## src/rtl/waddr_pkg.sv

```systemverilog
package waddr_pkg;
  typedef enum logic {
    MODE_WR = 1'b0,
    MODE_RD = 1'b1
  } acc_mode_e;
endpackage

```

## src/rtl/waddr_step.sv

```systemverilog
module waddr_step #(
  parameter int ADDR_W = 8,
  parameter int PAGE_W = 4
) (
  input  logic [ADDR_W-1:0]  cur_i,
  input  waddr_pkg::acc_mode_e mode_i,
  output logic [ADDR_W-1:0]  nxt_o
);
  localparam int HI_W = ADDR_W - PAGE_W;

  logic [PAGE_W-1:0] off_inc;
  logic [ADDR_W-1:0] full_inc;

  assign off_inc  = cur_i[PAGE_W-1:0] + PAGE_W'(1);
  assign full_inc = cur_i + ADDR_W'(1);

  always_comb begin
    if (mode_i == waddr_pkg::MODE_RD) nxt_o = full_inc;
    else                              nxt_o = {cur_i[ADDR_W-1 -: HI_W], off_inc};
  end
endmodule

```

## src/rtl/waddr_guard.sv

```systemverilog
module waddr_guard #(
  parameter int ADDR_W = 8
) (
  input  logic [ADDR_W-1:0] addr_i,
  input  logic              wp_i,
  output logic              prot_o
);
  // protected region is the upper half of the array
  assign prot_o = wp_i & addr_i[ADDR_W-1];
endmodule

```

## src/rtl/eeprom_waddr_cnt.sv

```systemverilog
module eeprom_waddr_cnt #(
  parameter int ADDR_W = 8,
  parameter int PAGE_W = 4
) (
  input  logic              clk_i,
  input  logic              rst_ni,
  input  logic              load_i,
  input  logic [ADDR_W-1:0] load_val_i,
  input  logic              incr_i,
  input  logic              mode_i,
  input  logic              wp_i,
  output logic [ADDR_W-1:0] addr_o,
  output logic              prot_o
);
  import waddr_pkg::*;

  localparam logic [PAGE_W-1:0] OFF_LAST = '1;
  localparam logic [ADDR_W-1:0] ADDR_LAST = '1;
  localparam logic [ADDR_W-1:0] HALF = ADDR_W'(1) << (ADDR_W - 1);

  acc_mode_e         mode;
  logic [ADDR_W-1:0] addr_q, step_nxt;

  assign mode = acc_mode_e'(mode_i);

  waddr_step #(.ADDR_W(ADDR_W), .PAGE_W(PAGE_W)) step_i (
    .cur_i (addr_q),
    .mode_i(mode),
    .nxt_o (step_nxt)
  );

  waddr_guard #(.ADDR_W(ADDR_W)) guard_i (
    .addr_i(addr_q),
    .wp_i  (wp_i),
    .prot_o(prot_o)
  );

  // load has priority over increment
  always_ff @(posedge clk_i or negedge rst_ni) begin
    if (!rst_ni)     addr_q <= '0;
    else if (load_i) addr_q <= load_val_i;
    else if (incr_i) addr_q <= step_nxt;
  end

  assign addr_o = addr_q;

  assert_load_R2: assert property (@(posedge clk_i) disable iff (!rst_ni)
    load_i |=> addr_o == $past(load_val_i));

  assert_load_wins_R3: assert property (@(posedge clk_i) disable iff (!rst_ni)
    (load_i && incr_i) |=> addr_o == $past(load_val_i));

  assert_wr_page_R4: assert property (@(posedge clk_i) disable iff (!rst_ni)
    (incr_i && !load_i && mode_i == 1'b0) |=>
      (addr_o[ADDR_W-1:PAGE_W] == $past(addr_o[ADDR_W-1:PAGE_W])) &&
      (addr_o[PAGE_W-1:0] == $past(addr_o[PAGE_W-1:0]) + PAGE_W'(1)));

  assert_wr_wrap_R5: assert property (@(posedge clk_i) disable iff (!rst_ni)
    (incr_i && !load_i && mode_i == 1'b0 && addr_o[PAGE_W-1:0] == OFF_LAST) |=>
      addr_o[PAGE_W-1:0] == '0);

  assert_rd_incr_R6: assert property (@(posedge clk_i) disable iff (!rst_ni)
    (incr_i && !load_i && mode_i == 1'b1) |=> addr_o == $past(addr_o) + ADDR_W'(1));

  assert_rd_wrap_R7: assert property (@(posedge clk_i) disable iff (!rst_ni)
    (incr_i && !load_i && mode_i == 1'b1 && addr_o == ADDR_LAST) |=> addr_o == '0);

  assert_hold_R8: assert property (@(posedge clk_i) disable iff (!rst_ni)
    (!incr_i && !load_i) |=> $stable(addr_o));

  assert_prot_off_R9: assert property (@(posedge clk_i) disable iff (!rst_ni)
    (!wp_i || addr_o < HALF) |-> !prot_o);

  assert_prot_on_R9: assert property (@(posedge clk_i) disable iff (!rst_ni)
    (wp_i && addr_o >= HALF) |-> prot_o);
endmodule

```

## config.mk

```make
export PLATFORM = sky130hd
export DESIGN_NAME = eeprom_waddr_cnt
export DESIGN_NICKNAME = d
export VERILOG_FILES = /design/src/rtl/waddr_pkg.sv /design/src/rtl/waddr_step.sv /design/src/rtl/waddr_guard.sv /design/src/rtl/eeprom_waddr_cnt.sv
export SDC_FILE = /design/constraint.sdc
export NUM_CORES = 1
export LEC_CHECK = 0
export ABC_CLOCK_PERIOD_IN_PS = 1400
export CORE_AREA = 4 4 41 43
export CTS_CLUSTER_SIZE = 30
export DETAILED_ROUTE_END_ITERATION = 8
export DIE_AREA = 0 0 45 47
export GPL_ROUTABILITY_DRIVEN = 0
export PLACE_DENSITY = 0.71
export SLEW_MARGIN = 10
export SYNTH_ARGS = -nofsm -noshare
export SYNTH_HDL_FRONTEND = slang
export SYNTH_SLANG_ARGS = --single-unit
```

## constraint.sdc

```tcl
create_clock -name clk_i -period 1.4 [get_ports clk_i]
set_input_delay 0.28 -clock clk_i [delete_from_list [all_inputs] [get_ports clk_i]]
set_output_delay 0.28 -clock clk_i [all_outputs]
set_load 0.05 [all_outputs]
```

# Word-level counts from Yosys, hierarchy flattened
# Cells that the tools add are included.
[word_totals]
regBits = 8
inputBits = 14
out_inout_bits = 9
wordCells = 11
[op_classes]
addsub = 2
mux = 3
bitwise_logic = 1
reduce_logical = 3
[op_table]
columns = ["operator", "count"]
rows = [
  ["$mux 8", 3],
  ["$add 8x1->8 const B", 1],
  ["$add 4x1->4 const B", 1],
  ["$reduce_bool 2->1", 2],
  ["$reduce_and 2->1", 1],
  ["$and 1x1->1", 1],
]

# Longest topological paths before layout
[depth]
depth_word = 4
ltp_mapped = 4
mapped_depth_nobuf = 4

# Cells and area by module
# From an unflattened synthesis, not the netlist that was laid out.
[unflattened]
hier_cells = 53
hier_area_um2 = 509.2
[by_module_without_submodules]
columns = ["mod", "n_inst", "cells_per_inst", "area_each_um2", "seq_area_each_um2"]
rows = [
  ["eeprom_waddr_cnt", 1, 34, 372.9, 200.2],
  ["waddr_step", 1, 18, 130.1, 0.0],
  ["waddr_guard", 1, 1, 6.3, 0.0],
]

# Worst setup path before layout
# OpenSTA, ideal clock, no wires.
[synth_path]
path_type = "reg2reg"
from = "reg addr_q[0] (netlist: addr_o[0])"
to = "reg addr_q[4] (netlist: addr_o[4])"
setup_ns = 0.069
arrival_ns = 1.564
required_time_ns = 1.331
slack_ns = -0.233
stages_incl_launch_ff = 5
n_path_buf = 0
period_less_slack_ns = 1.633
cell_sequence = "dfrtp_1 ha_1 inv_1 or4_1 nand3_1"
[synth_between]
elab_chain_cells = 4
[synth_lines]
columns = ["element", "line_no", "text"]
rows = [
  ["start, declared", "eeprom_waddr_cnt.sv:22", "logic [ADDR_W-1:0] addr_q, step_nxt;"],
  ["start signal, assigned", "eeprom_waddr_cnt.sv:41", "else if (load_i) addr_q <= load_val_i;"],
  ["start signal, assigned", "eeprom_waddr_cnt.sv:42", "else if (incr_i) addr_q <= step_nxt;"],
  ["$add 8x1->8", "waddr_step.sv:15", "assign full_inc = cur_i + ADDR_W'(1);"],
  ["$mux 8", "waddr_step.sv:18", "if (mode_i == waddr_pkg::MODE_RD) nxt_o = full_inc;"],
  ["$mux 8", "eeprom_waddr_cnt.sv:42", ""],
  ["$mux 8", "eeprom_waddr_cnt.sv:41", ""],
]
# Every way passes these cells. The select of a mux whose other input is x is not followed.
# A chain may end at the register's enable or synchronous reset.

# Worst setup path in the final report
[layout_path]
from = "in incr_i"
to = "reg addr_q[6] (netlist: addr_o[6])"
[layout_between]
elab_chain_cells = 2
[layout_lines]
columns = ["element", "line_no", "text"]
rows = [
  ["start, declared", "eeprom_waddr_cnt.sv:9", "input logic incr_i,"],
  ["$reduce_bool 2->1 (no line)", "--", ""],
  ["$reduce_and 2->1 (no line)", "--", ""],
]
# Every way passes these cells.

==> reports/metrics.sh <==
REQUIRED_TIME_OF_THE_CRITICAL_PATH_NS=1.59
SETUP_REPAIR_AFTER_GLOBAL_ROUTING_MISSED_ITS_MARGIN='false'
GR-TOTAL-OVERFLOW=0
PIN_COUNT=23
TIMING.HOLD.WORST.CLASS='input port to async pin'
TIGHTEST_SLEW_NS=0.3790
NUM_VIAS=480
OUTCOME='complete, no violations'
LARGEST_REGISTER_FFS=8
CTS.SINK_COUNT=8
CORE_ROWS=13
POSTCTSHOLDBUFS=0
START_KIND='input port'
FINAL_CYCLE_SHARE_PCT=97.88
IR_WORST_VDD_mV=0.5638
DIE_HEIGHT_UM=47
PATH_DELAY_FAMILY='simple AND/OR/NAND/NOR gates'
CRIT_PATH_END_KIND='flop'
CRITPATHARRIVALTIME_NS=1.56
HTREE_NUM_LEVELS=1
POWER.DENSITY_nW_PER_UM2=995.7
CTS_MADE_BUFFERS=3
MAX-SLEW-MARGIN-REL_PCT=74.65
DIE_AREA_UM2=2115
FINAL-SETUP-VIOL-COUNT=0
BUFFER_PORTS.INSERTED=22
GRT_PASS1_VIAS=447
PERIOD_MINUS_SLACK_NS=1.370
SYNTH_FP_NETS=67
P_LEAK_nW=0.3603
SYNTH-WARNING-COUNT=0
SYNTH_SEQUENTIAL_AREA_RATIO_PCT=42.90
GRT_UTIL_ALL_LAYERS_PCT=13.94
PATH_CLK_SLEW_NS=0.05
GRT_PASS1_WL_UM=2063
CRIT_SLOWEST_CELL='clkdlybuf4s50_1'
START_UTIL_PCT=35.87
POST_SYNTH_NUM_CELL_TYPES=17
FRACTION_OF_LAYOUT_CELLS_WITH_A_SIZE_SUFFIX_ABOVE_1_PCT=31.25
WORSTPATHCELLLIST='clkdlybuf4s50_1, nand4_4, or4_1, nand3_1'
SETUP_TOTAL_NEGATIVE_SLACK_NS=0
PIN_COUNT_OF_THE_BIGGEST_NET_ENTERING_GLOBAL_ROUTING=14
AVGROUTEDWIREPERCELL_UM=13.11
CTSLONGESTPATHBUFFERS=2
DRT_DRC_VIOLATIONS_LEFT=0
DRT_PASS1_ITERATIONS=4
PLACE_HPWL_UM=1023
FINAL.SETUP_SKEW_NS=0.001957
POST_SYN_AREA_UM2=466.7
CORE_AREA_UM2=1301
MAX-CAP-VIOLATIONS=0
SYNTH_AREA_PER_CELL_UM2=8.975
NUM_ANTENNA_CELLS=0
POSTSYNTHCELLCOUNT=52
FIN_WORST_HOLD_SLACK_NS=0.3106
ROUTE.DETAILED.VIAS_PER_INST=5.053
YOSYSTOPAREACELL='dfrtp_1'
WORSTSETUPPATHTYPE='input port to flop'
HOLD_VIOL_FINAL=0
TRITONCTS='done'
NETLIST.AREA_LEADER.SHARE_PCT=42.90
WORST-PATH-MAX-FANOUT=8
CRITICAL_PATH.MAX_STAGE_DELAY_NS=0.52
SYN_TO_FINAL_GROWTH_PCT=84.45
NET_COUNT_FINAL=97
DETAIL-ROUTE-ANTENNA-NETS=0
ROUTED_WL_UM=1245
MAX_FREQ_GHz=0.7298
CRITICAL_PATH_BUF_INV_COUNT=1
CLOCK_LATENCY_NS=0.25
DETAILEDROUTE.FIRSTITERATIONVIOLATIONS=1
CHIPWIDTH_UM=45
YOSYS_REGISTER_BITS=8
CTS.ROOT.BUFFER_CELL='clkbuf_4'
FINALMAXSLEWVIOLATIONS=0
NETLIST_TOP_CELLS_AREA='dfrtp_1 43%, o21ai_0 8.6%, nand2_1 7.2%'
INITIAL_ANTENNA_VIOLATION_COUNT=0
-- cells in the final DEF, fill, tap and decap left out --
cell type,n
clkdlybuf4s50_1,12
dfrtp_2,6
mux2i_1,1
and2_1,1
xor2_1,2
buf_4,5
clkbuf_4,3
o21ai_0,8
nand2_1,9
nand3_1,6
xnor2_1,1
inv_1,1
dfrtp_1,2
nand4_4,1
nand4_1,1
buf_12,9
a22oi_1,1
dlymetal6s2s_1,1
or2_4,1
or4_1,4
ha_1,1
nor2b_1,4
-- per-stage QoR --
stage	cells	util, %	cell area (um^2)	worst slack [ns]	power (mW)
5_1_grt	95	66.15	860.8	0.003154	0.9118
2_1_floorplan	52	-	476.7	-0.05929	0.4666
6_report	95	66.15	860.8	0.02969	0.8571
3_3_place_gp	92	64.23	835.8	-0.1800	0.6812
3_5_place_dp	92	64.23	835.8	-0.2454	0.6885
4_1_cts	95	65.96	858.3	0.02575	0.8710
-- cells by family after synthesis --
family | Yosys count | synth area share (%)
AND/OR/NAND/NOR | 27 | 34.05
AO/OA/AOI/OAI | 9 | 10.19
flip-flops | 8 | 42.90
XOR/XNOR | 3 | 5.631
buffers and inverters | 3 | 2.413
multiplexers | 1 | 2.145
adder cells (fa/ha/maj) | 1 | 2.681
-- routing by layer --
| layer | GRT usage [%] | share of wire [%] | vias to the layer above | wire length, um |
|---|---|---|---|---|
| met1 | 15.62 | 40 | 219 | 497 |
| met4 | 3.509 | 0 | 0 | 0 |
| met5 | 0 | 0 | - | 0 |
| met3 | 7.663 | 8.6 | 0 | 107 |
| li1 | - | - | 243 | - |
| met2 | 23.16 | 51 | 18 | 639 |
-- final cells by class --
cell class | instances | area [um^2]
Clock buffer | 3 | 22.52
Fill cell | 113 | 440.4
Inverter | 1 | 3.754
Multi-Input combinational cell | 41 | 257.7
Sequential cell | 8 | 207.7
Tap cell | 15 | 18.77
Timing Repair Buffer | 27 | 350.3
-- synthesized netlist by cell type (all sizes together) --
cell type	count
nand2	9
ha	1
clkbuf	2
nand3	6
mux2i	1
o21ai	8
xor2	2
inv	1
dfrtp	8
or2	1
a22oi	1
or4	4
nand4	2
xnor2	1
nor2b	4
and2	1
-- final timing paths --
| kind | from | end | slack, ns | depth (start not counted) |
|---|---|---|---|---|
| worst max-delay path | incr_i | addr_o[6]$_DFFE_PN0P_ | 0.03 | 4 |
| worst min-delay path | rst_ni | addr_o[6]$_DFFE_PN0P_ | 0.31 | 1 |
| worst max register to register | addr_o[7]$_DFFE_PN0P_ | addr_o[7]$_DFFE_PN0P_ | 0.08 | 3 |
| worst min register to register | addr_o[5]$_DFFE_PN0P_ | addr_o[5]$_DFFE_PN0P_ | 0.65 | 2 |
| max in group asynchronous | rst_ni | addr_o[7]$_DFFE_PN0P_ | 0.79 | 1 |
| min in group clk_i | load_i | addr_o[7]$_DFFE_PN0P_ | 0.47 | 4 |
-- power by group --
group | leakage [nW] | total [mW] | internal (mW) | switching (mW)
clock network | 0.0138 | 0.176 | 0.0981 | 0.0779
logic | 0.257 | 0.379 | 0.195 | 0.183
registers | 0.0895 | 0.302 | 0.262 | 0.0405
-- timing repair --
action,4_1_cts,5_1_grt
setup buffers,0,0
resized for setup,0,1
endpoints found under the setup margin,0,1
No activity file was read; power rests on OpenSTA's default activity.
